==> config.mk <==
export PLATFORM = sky130hd
export DESIGN_NAME = ser_mtx
export DESIGN_NICKNAME = d
export VERILOG_FILES = /design/src/rtl/ser_mtx_pkg.sv /design/src/rtl/ser_bit_timer.sv /design/src/rtl/ser_shifter.sv /design/src/rtl/ser_hold.sv /design/src/rtl/ser_ctrl.sv /design/src/rtl/ser_mtx.sv
export SDC_FILE = /design/constraint.sdc
export NUM_CORES = 1
export LEC_CHECK = 0
export BUFFER_PORTS_ARGS = -buffer_cell sky130_fd_sc_hd__buf_2
export CORE_ASPECT_RATIO = 1.2
export CORE_MARGIN = 5
export CORE_UTILIZATION = 57
export DETAILED_ROUTE_END_ITERATION = 12
export HOLD_SLACK_MARGIN = 0.12
export PLACE_DENSITY = 0.75
export SLEW_MARGIN = 20
export SYNTH_ARGS = -nofsm -noshare
export SYNTH_HDL_FRONTEND = slang
export SYNTH_SLANG_ARGS = --single-unit
==> constraint.sdc <==
create_clock -name clk -period 3.38 [get_ports clk]
set_input_delay 0.338 -clock clk [delete_from_list [all_inputs] [get_ports clk]]
set_output_delay 0.338 -clock clk [all_outputs]
set_load 0.01 [all_outputs]
==> src/rtl/ser_mtx_pkg.sv <==
package ser_mtx_pkg;

  typedef enum logic [1:0] {
    ST_IDLE  = 2'd0,
    ST_SHIFT = 2'd1,
    ST_TAIL  = 2'd2,
    ST_GAP   = 2'd3
  } ser_state_t;

endpackage

==> src/rtl/ser_bit_timer.sv <==
module ser_bit_timer #(
  parameter int CW = 5
) (
  input  logic          clk,
  input  logic          rst_n,
  input  logic          run,
  input  logic [CW-1:0] lim,
  output logic [CW-1:0] cnt,
  output logic          tc
);

  logic [CW-1:0] cnt_q;
  logic [CW-1:0] cnt_d;

  assign tc  = run && (cnt_q >= lim);
  assign cnt = cnt_q;

  always_comb begin
    if (!run || tc) cnt_d = '0;
    else            cnt_d = cnt_q + CW'(1);
  end

  always_ff @(posedge clk or negedge rst_n) begin
    if (!rst_n) cnt_q <= '0;
    else        cnt_q <= cnt_d;
  end

endmodule

==> src/rtl/ser_shifter.sv <==
module ser_shifter #(
  parameter int DW = 8,
  parameter int IW = 3
) (
  input  logic          clk,
  input  logic          rst_n,
  input  logic          load,
  input  logic [DW-1:0] ld_data,
  input  logic          shift,
  output logic          msb,
  output logic          last,
  output logic          zone
);

  localparam logic [IW-1:0] LAST_IDX = IW'(DW - 1);
  localparam logic [IW-1:0] ZONE_IDX = IW'(DW - 2);

  logic [DW-1:0] sh_q, sh_d;
  logic [IW-1:0] idx_q, idx_d;
  logic          en;

  assign en = load || shift;

  always_comb begin
    sh_d  = sh_q;
    idx_d = idx_q;
    if (load) begin
      sh_d  = ld_data;
      idx_d = '0;
    end else if (shift) begin
      sh_d  = {sh_q[DW-2:0], 1'b0};
      idx_d = idx_q + IW'(1);
    end
  end

  always_ff @(posedge clk or negedge rst_n) begin
    if (!rst_n) begin
      sh_q  <= '0;
      idx_q <= '0;
    end else if (en) begin
      sh_q  <= sh_d;
      idx_q <= idx_d;
    end
  end

  assign msb  = sh_q[DW-1];
  assign last = (idx_q == LAST_IDX);
  assign zone = (idx_q >= ZONE_IDX);

endmodule

==> src/rtl/ser_hold.sv <==
module ser_hold #(
  parameter int DW = 8
) (
  input  logic          clk,
  input  logic          rst_n,
  input  logic          wr_en,
  input  logic [DW-1:0] wr_data,
  input  logic          take,
  input  logic          late_zone,
  output logic          full,
  output logic          late,
  output logic [DW-1:0] data
);

  logic          full_q, full_d;
  logic          late_q, late_d;
  logic [DW-1:0] data_q;

  always_comb begin
    full_d = full_q;
    late_d = late_q;
    if (take)  full_d = 1'b0;
    if (wr_en) begin
      full_d = 1'b1;
      late_d = late_zone;
    end
  end

  always_ff @(posedge clk or negedge rst_n) begin
    if (!rst_n) begin
      full_q <= 1'b0;
      late_q <= 1'b0;
    end else begin
      full_q <= full_d;
      late_q <= late_d;
    end
  end

  always_ff @(posedge clk or negedge rst_n) begin
    if (!rst_n)     data_q <= '0;
    else if (wr_en) data_q <= wr_data;
  end

  assign full = full_q;
  assign late = late_q;
  assign data = data_q;

  assert_full_after_write_R4 : assert property (@(posedge clk) disable iff (!rst_n)
    wr_en |=> full_q);

endmodule

==> src/rtl/ser_ctrl.sv <==
module ser_ctrl
  import ser_mtx_pkg::*;
#(
  parameter int DIV_W = 4,
  parameter int CW    = DIV_W + 1
) (
  input  logic             clk,
  input  logic             rst_n,
  input  logic [DIV_W-1:0] div,
  input  logic             cs_auto,
  input  logic             end_at_cs,
  input  logic             wr_en,
  input  logic             full,
  input  logic             late,
  input  logic             last,
  input  logic             tc,
  input  logic [CW-1:0]    cnt,
  output logic             run,
  output logic [CW-1:0]    lim,
  output logic             load,
  output logic             shift,
  output logic             in_zone,
  output logic             sclk,
  output logic             cs_n,
  output logic             tx_end
);

  ser_state_t       st_q, st_d;
  logic [DIV_W-1:0] half_q, half_in;
  logic             end_q, end_d;
  logic             start, chain, enter_tail, enter_gap;
  logic [CW-1:0]    bit_lim;

  assign half_in = (div == '0) ? DIV_W'(1) : div;
  assign bit_lim = {half_q, 1'b0} - CW'(1);

  assign start      = (st_q == ST_IDLE) && full;
  assign chain      = (st_q == ST_SHIFT) && tc && last && full && !late;
  assign enter_tail = (st_q == ST_SHIFT) && tc && last && !(full && !late);
  assign enter_gap  = (st_q == ST_TAIL) && tc;

  assign load    = start || chain;
  assign shift   = (st_q == ST_SHIFT) && tc && !last;
  assign run     = (st_q != ST_IDLE);
  assign in_zone = (st_q == ST_SHIFT);

  always_comb begin
    unique case (st_q)
      ST_SHIFT: lim = bit_lim;
      ST_TAIL:  lim = cs_auto ? '0 : bit_lim;
      ST_GAP:   lim = bit_lim;
      default:  lim = '0;
    endcase
  end

  always_comb begin
    st_d = st_q;
    unique case (st_q)
      ST_IDLE:  if (full) st_d = ST_SHIFT;
      ST_SHIFT: if (enter_tail) st_d = ST_TAIL;
      ST_TAIL:  if (tc) st_d = ST_GAP;
      ST_GAP:   if (tc) st_d = ST_IDLE;
      default:  st_d = ST_IDLE;
    endcase
  end

  always_comb begin
    end_d = end_q;
    if (enter_tail && !end_at_cs) end_d = 1'b1;
    if (enter_gap)                end_d = 1'b1;
    if (start)                    end_d = 1'b0;
    if (wr_en)                    end_d = 1'b0;
  end

  always_ff @(posedge clk or negedge rst_n) begin
    if (!rst_n) begin
      st_q  <= ST_IDLE;
      end_q <= 1'b1;
    end else begin
      st_q  <= st_d;
      end_q <= end_d;
    end
  end

  always_ff @(posedge clk or negedge rst_n) begin
    if (!rst_n)     half_q <= DIV_W'(1);
    else if (start) half_q <= half_in;
  end

  assign sclk   = !((st_q == ST_SHIFT) && (cnt < {1'b0, half_q}));
  assign cs_n   = !((st_q == ST_SHIFT) || (st_q == ST_TAIL));
  assign tx_end = end_q;

  assert_end_low_while_shifting_R9 : assert property (@(posedge clk) disable iff (!rst_n)
    (st_q == ST_SHIFT) |-> !end_q);

  assert_end_with_deselect_R8 : assert property (@(posedge clk) disable iff (!rst_n)
    (end_at_cs && $rose(end_q)) |-> cs_n);

endmodule

==> src/rtl/ser_mtx.sv <==
module ser_mtx #(
  parameter int DATA_W = 8,
  parameter int DIV_W  = 4
) (
  input  logic              clk,
  input  logic              rst_n,
  input  logic              wr_en,
  input  logic [DATA_W-1:0] wr_data,
  input  logic [DIV_W-1:0]  div,
  input  logic              cs_auto,
  input  logic              end_at_cs,
  output logic              sclk,
  output logic              cs_n,
  output logic              mosi,
  output logic              tx_empty,
  output logic              tx_end
);

  localparam int CW = DIV_W + 1;
  localparam int IW = (DATA_W > 1) ? $clog2(DATA_W) : 1;

  logic              run, tc, load, shift, in_zone;
  logic [CW-1:0]     lim, cnt;
  logic              full, late, last, zone;
  logic [DATA_W-1:0] hold_data;

  ser_bit_timer #(.CW(CW)) u_timer (
    .clk(clk), .rst_n(rst_n), .run(run), .lim(lim), .cnt(cnt), .tc(tc)
  );

  ser_hold #(.DW(DATA_W)) u_hold (
    .clk(clk), .rst_n(rst_n), .wr_en(wr_en), .wr_data(wr_data),
    .take(load), .late_zone(in_zone && zone),
    .full(full), .late(late), .data(hold_data)
  );

  ser_shifter #(.DW(DATA_W), .IW(IW)) u_shift (
    .clk(clk), .rst_n(rst_n), .load(load), .ld_data(hold_data),
    .shift(shift), .msb(mosi), .last(last), .zone(zone)
  );

  ser_ctrl #(.DIV_W(DIV_W), .CW(CW)) u_ctrl (
    .clk(clk), .rst_n(rst_n), .div(div), .cs_auto(cs_auto),
    .end_at_cs(end_at_cs), .wr_en(wr_en), .full(full), .late(late),
    .last(last), .tc(tc), .cnt(cnt), .run(run), .lim(lim),
    .load(load), .shift(shift), .in_zone(in_zone),
    .sclk(sclk), .cs_n(cs_n), .tx_end(tx_end)
  );

  assign tx_empty = !full;

  assert_mosi_moves_on_fall_R3 : assert property (@(posedge clk) disable iff (!rst_n)
    (!cs_n && $past(!cs_n) && !$fell(sclk)) |-> $stable(mosi));

  assert_sclk_idles_deselected_R7 : assert property (@(posedge clk) disable iff (!rst_n)
    cs_n |-> sclk);

endmodule

---- Yosys cells after proc, flatten, opt, wreduce, memory -nomap -nowiden ----
Index checks and enable logic that the tools add are counted.
operators by class
  $add $sub $neg .......................... 3
  $mul .................................... 0
  div/mod/pow operators ................... 0
  magnitude comparators ................... 3
  equal/unequal tests ..................... 8
  shifts and indexed selects .............. 0
  muxes and demuxes ....................... 19
  bitwise logic cells ..................... 0
  reduce and logical (&&, ||, !) cells .... 34
operator list
  operator                                                                 number
  8-bit 2-to-1 mux                                                         2
  1-bit logical AND                                                        13
  5-bit 2-to-1 mux                                                         2
  5-bit one-hot mux with 2 select lines                                    1
  1-bit zero test                                                          8
  2-bit 2-to-1 mux                                                         4
  2-bit one-hot mux with 4 select lines                                    1
  1-bit 2-to-1 mux                                                         6
  3-bit 2-to-1 mux                                                         2
  2-bit by 1-bit inequality test with 1-bit output, second input constant  3
  2-bit nonzero test                                                       3
  5-bit by 1-bit adder with 5-bit output, second input constant            1
  5-bit greater-or-equal comparator                                        1
  5-bit by 4-bit < comparator with 1-bit output                            1
  5-bit by 1-bit subtractor with 5-bit output, second input constant       1
  2-bit equality test, second input constant                               2
  4-bit zero test                                                          1
  1-bit logical OR                                                         4
  4-bit 2-to-1 mux                                                         1
  4-bit AND reduction                                                      1
  4-bit nonzero test                                                       1
  3-bit by 1-bit adder with 3-bit output, second input constant            1
  3-bit equality test, second input constant                               1
  3-bit greater-or-equal comparator, second input constant                 1
  5 further kinds                                                          5
storage, ports and cells
  bits in registers ....................... 33
  bits in latches ......................... 0
  memory bits (writable) .................. 0
  ROM bits ................................ 0
  bits of input ports ..................... 17
  output and inout port bits .............. 5
  word-level logic and storage cells ...... 76
  memories kept ........................... 0

---- Logic depth before layout (Yosys ltp) ----
  word-level depth ........................ 13
  depth in mapped cells ................... 13
  depth with buffers taken out ............ 11

---- By module ----
From an unflattened synthesis, not the netlist that was laid out.
second synthesis, totals
  cell total of the unflattened synthesis .. 169
  area, all modules ....................... 1836.8 um^2
by module, submodules not included
  module         times used  cells each  area an instance (um^2)  seq. area each (um^2)
  ser_ctrl       1           63          566.8                    177.7
  ser_shifter    1           47          516.7                    275.3
  ser_hold       1           22          409.1                    250.2
  ser_bit_timer  1           35          334.1                    125.1
  ser_mtx        1           2           10.0                     0.0

---- Worst setup path before layout ----
No wires, ideal clock.
  kind .................................... reg-to-reg
  start ................................... register u_ctrl.st_q[1]
  end ..................................... register u_shift.sh_q[1]
  arrival ................................. 2.537 ns
  setup slack ............................. 0.720 ns
  stages on the path, launching flop included .. 14
  buffers on the path ..................... 2
  period minus slack after synthesis ...... 2.660 ns
  cells stage by stage .................... dfrtp_1 -> inv_1 -> ha_1 -> buf_2 -> nor2_1 -> a21oi_1 -> nand2b_1 -> ha_1 -> a21oi_1 -> o21ai_1 -> a21o_1 -> buf_2 -> a32o_1 -> o221a_2
between the ends
  longest elaborated chain between the ends .. 12
  elaborated cells between the ends (all ways) .. 20
  classes of those cells .................. order compare (1); eq/ne (3); mux (2); reduce/logical (14)
ends and longest elaborated chain
  element                                                                                       line                                            RTL
  from (decl)                                                                                   ser_ctrl.sv:28                                  ser_state_t st_q, st_d;
  from (signal assigned)                                                                        ser_ctrl.sv:80                                  st_q <= st_d;
  2-bit by 1-bit equality test with 1-bit output / 2-bit equality test (equally long branches)  ser_ctrl.sv:38, ser_ctrl.sv:43, ser_ctrl.sv:48
  2-bit OR reduction (no line)                                                                  --
  5-bit one-hot mux with 2 select lines                                                         ser_ctrl.sv:48                                  unique case (st_q)
  5-bit greater-or-equal comparator                                                             ser_bit_timer.sv:15                             assign tc = run && (cnt_q >= lim);
  1-bit logical AND                                                                             ser_bit_timer.sv:15
  1-bit logical AND                                                                             ser_ctrl.sv:38, ser_ctrl.sv:43
  1-bit logical AND (3 in a row)                                                                ser_ctrl.sv:38                                  assign chain = (st_q == ST_SHIFT) && tc && last && full && !late;
  1-bit logical OR                                                                              ser_ctrl.sv:42                                  assign load = start || chain;
  2-bit nonzero test (no line) / 1-bit logical OR (equally long branches)                       --
  2-bit AND reduction (no line)                                                                 --
  to (signal assigned)                                                                          ser_shifter.sv:38                               sh_q <= '0;
  to (signal assigned)                                                                          ser_shifter.sv:41                               sh_q <= sh_d;
  to (decl)                                                                                     ser_shifter.sv:18                               logic [DW-1:0] sh_q, sh_d;
Parallel ways exist; a longest one is shown, timed or not.
A chain may end at the register's enable or synchronous reset.

---- Worst setup path after layout ----
  start ................................... register u_ctrl.st_q[0]
  end ..................................... register u_shift.sh_q[6]
The elaborated chain is that of the path after synthesis.

==> results.toml <==
[run_status]
status = "finished clean"

[pwr]
finalPower_mw = 1.97
p_per_area_nw_per_um2 = 956
power_frac_comb_pct = 48.8
clockPowerShare_pct = 18.7
switchingPower_uw = 772
vdd.ir_drop.worst_mv = 0.668
p_seq_share_pct = 32.5
switching_share_pct = 39.1
leakage_nw = 1.02
p_int_mw = 1.20

[cells_and_area]
antenna_cells = 0
fin_cells = 227
nNetsFinal = 224
final_layout_size_suffix_gt1_share_pct = 27.2
fillers = 253
area_delta_synth_final_pct = 13.3

[synthesis]
avgSynthCellArea_um2 = 11.0
synth.cell_area_um2 = 1820
ys_ff_latch = 33
synth-edff-count = 0
synthTopCellsByArea = "dfrtp_1 43%, ha_1 12%, mux2_2 6.8%, o221a_2 4.3%, nand2b_1 3.1%"
syn_nets = 199
synth_cells = 165
yosysMostFrequentCell = "dfrtp_1"
synthArstFlopShare_pct = 100
synth_top_area_share_pct = 42.6
synth_common_cells = "31 x dfrtp_1, 17 x ha_1, 11 x inv_1, 11 x mux2_2"
synth_warnings = 0
yosys.area.top_type = "dfrtp_1"
ys_seq_area_share_pct = 45.5
synthFlopType = "dfrtp_1"
synth.distinct_cells = 37

[floorplanning]
die_height_um = 71.9
start_util_pct = 59.1
row_count = 22
die_x_um = 61.6
core_area_um2 = 3080
io_pins = 22
die_area_um2 = 4430

[critical_path]
required_ps = 3620
start_kind = "flop"
endpoint_kind = "flop"
reg2regPathDepth = 11
r2r_slack_ps = 470
arrival_ps = 3150
regToRegStartpoint = "u_ctrl.st_q[0]$_DFFE_PN0P_"
crit_fanout = 9
crit_type = "flop to flop"
timing.rr.end = "u_shift.sh_q[6]$_DFFE_PN0P_"

[clock_tree]
cts.sinks = 33
cts_tree = "done"
clk_pin_slew_ps = 110
root_buffer = "clkbuf_4"
ctsResizeCount = 0
post_cts_buffers = 0
clock_path_buffers = 2
numCtsBuffers = 5
clk_latency_ps = 340
htreeDepth = 2

[grt]
grt_overflow = 0
grt_pass1_vias = 1333
grt_max_degree = 34
grt_pass1_wl_um = 6070
antenna_found_initial = 0
grt.total_usage_pct = 18.7

[place]
place_hpwl_um = 2630
gp_congestion = 0.843
portBuffers = 21
dp_cells = 218

[detailed_routing]
via_count = 1325
drc = 0
first_iter_violations = 62
wire_per_inst_um = 15.7
finalWirelength_um = 3570
drt-pass1-iter-count = 6
ant_nets = 0
avgViaCountPerCell = 5.84

[sta]
fin_crit_sh_pct = 86.1
worst_hold_slack_ps = 219
setup_viol = 0
max_freq_mhz = 344
fin_worst_skew_ps = 8.68
final.min_clock_period_ps = 2910
rsz0062_at_grt = "false"
finalHoldViolCount = 0
slew_headroom_pct = 52.9
worst_slew_pin_slew_ps = 707
setup-tns-final_ps = 0
maxSlewViolCount = 0

[run]
max-cap-violations = 0

[hold_path]
hp-class = "input port to flop"
hold_end = "u_hold.data[7]$_DFFE_PN0P_"
worstHoldStart = "wr_data[7]"
holdPathStages = 2
## worst max path at each step
stage | from | end | slack, ps | cells after the start
after global placement | u_ctrl.st_q[0]$_DFFE_PN0P_ | u_shift.sh_q[1]$_DFFE_PN0P_ | 640 | 11
after CTS | u_ctrl.st_q[0]$_DFFE_PN0P_ | u_shift.sh_q[6]$_DFFE_PN0P_ | 510 | 11
after global routing | u_ctrl.st_q[0]$_DFFE_PN0P_ | u_shift.sh_q[3]$_DFFE_PN0P_ | 240 | 11
after floorplan | u_ctrl.st_q[1]$_DFFE_PN0P_ | u_shift.sh_q[1]$_DFFE_PN0P_ | 720 | 13
final | u_ctrl.st_q[0]$_DFFE_PN0P_ | u_shift.sh_q[6]$_DFFE_PN0P_ | 470 | 11
after detailed placement | u_ctrl.st_q[0]$_DFFE_PN0P_ | u_shift.sh_q[6]$_DFFE_PN0P_ | 520 | 11
## cell type report
| class | count | area (um^2) | area share [%] |
|---|---|---|---|
| Sequential cell | 33 | 828 | 40.1 |
| Timing Repair Buffer | 24 | 130 | 6.30 |
| Clock inverter | 3 | 65.1 | 3.15 |
| Inverter | 11 | 41.3 | 2.00 |
| Tap cell | 36 | 45.0 | 2.18 |
| Clock buffer | 5 | 37.5 | 1.82 |
| Multi-Input combinational cell | 115 | 917 | 44.4 |
## placed cells by master (no fill, tap or decap), types with 2 or more instances in the layout
cell type	instances
and3_1	2
ha_1	17
o221a_2	7
and4_1	2
nand2_1	9
xor2_1	4
dfstp_2	2
dfrtp_1	31
o21a_1	2
a21o_1	3
xnor2_1	2
mux2i_1	4
inv_1	11
nor3_1	8
o21ai_0	4
nand2b_1	9
nor2_1	7
nand3_1	4
mux2_2	11
bufinv_16	2
buf_4	2
nor2b_1	2
buf_2	21
clkbuf_4	5
a21oi_1	5
## timing repair
item	in CTS	in global routing
setup endpoints to repair	0	0
hold endpoints to repair	31	0
hold buffers	1	0
## state kept, by name, indices dropped and copies added (netlist names)
| signal | count |
|---|---|
| u_hold.full | 1 |
| u_shift.sh_q | 8 |
| u_hold.late | 1 |
| u_ctrl.tx_end | 1 |
| u_shift.idx_q | 3 |
| u_ctrl.st_q | 2 |
| u_hold.data | 8 |
| u_ctrl.half_q | 4 |
| u_timer.cnt | 5 |
## routing by layer
layer  global-route usage, %  routed length [um]  vias up
met5                       0                   0        -
met4                    8.73                  89        0
met3                    5.52                 166       11
met2                    28.8                1770       40
met1                    23.7                1550      639
li1                        -                   -      635
## power by group through the flow
stage	sequential, mW	clock, mW	combinational, mW
floorplan	0.617	0	0.769
global placement	0.640	0	0.924
detailed placement	0.644	0	0.966
CTS	0.639	0.374	0.966
global route	0.657	0.395	1.08
finish	0.641	0.368	0.964
## logic make-up (layout without fill, tap and decap cells)
logic type | count (synthesis) | in the layout | synth area share, %
and+or+nand+nor | 48 | 48 | 14.3
DFF | 33 | 33 | 45.5
AOI/OAI and AO/OA | 29 | 29 | 12.5
adders and majority gates | 17 | 17 | 11.7
buffers and inverters | 17 | 43 | 4.19
muxes | 15 | 15 | 9.00
xor gates and xnor gates | 6 | 6 | 2.88
## critical path: stages (launching register included)
cell	delay (ps)
dfrtp_1	430
inv_1	160
ha_1	250
nand2b_1	90
a21oi_1	300
nand2b_1	100
ha_1	300
a21oi_1	140
o21ai_1	110
a21o_1	280
a32o_1	370
o221a_2	270
## through the flow
stage / area (um^2) / setup slack [ps] / utilization (%)
after floorplan: 1820 / 720 / -
after global placement: 1950 / 637 / 63.3
after detailed placement: 1950 / 521 / 63.3
after CTS: 2060 / 507 / 67.0
after global routing: 2060 / 244 / 67.0
final: 2060 / 469 / 67.0
No activity file was read; power rests on OpenSTA's default activity.
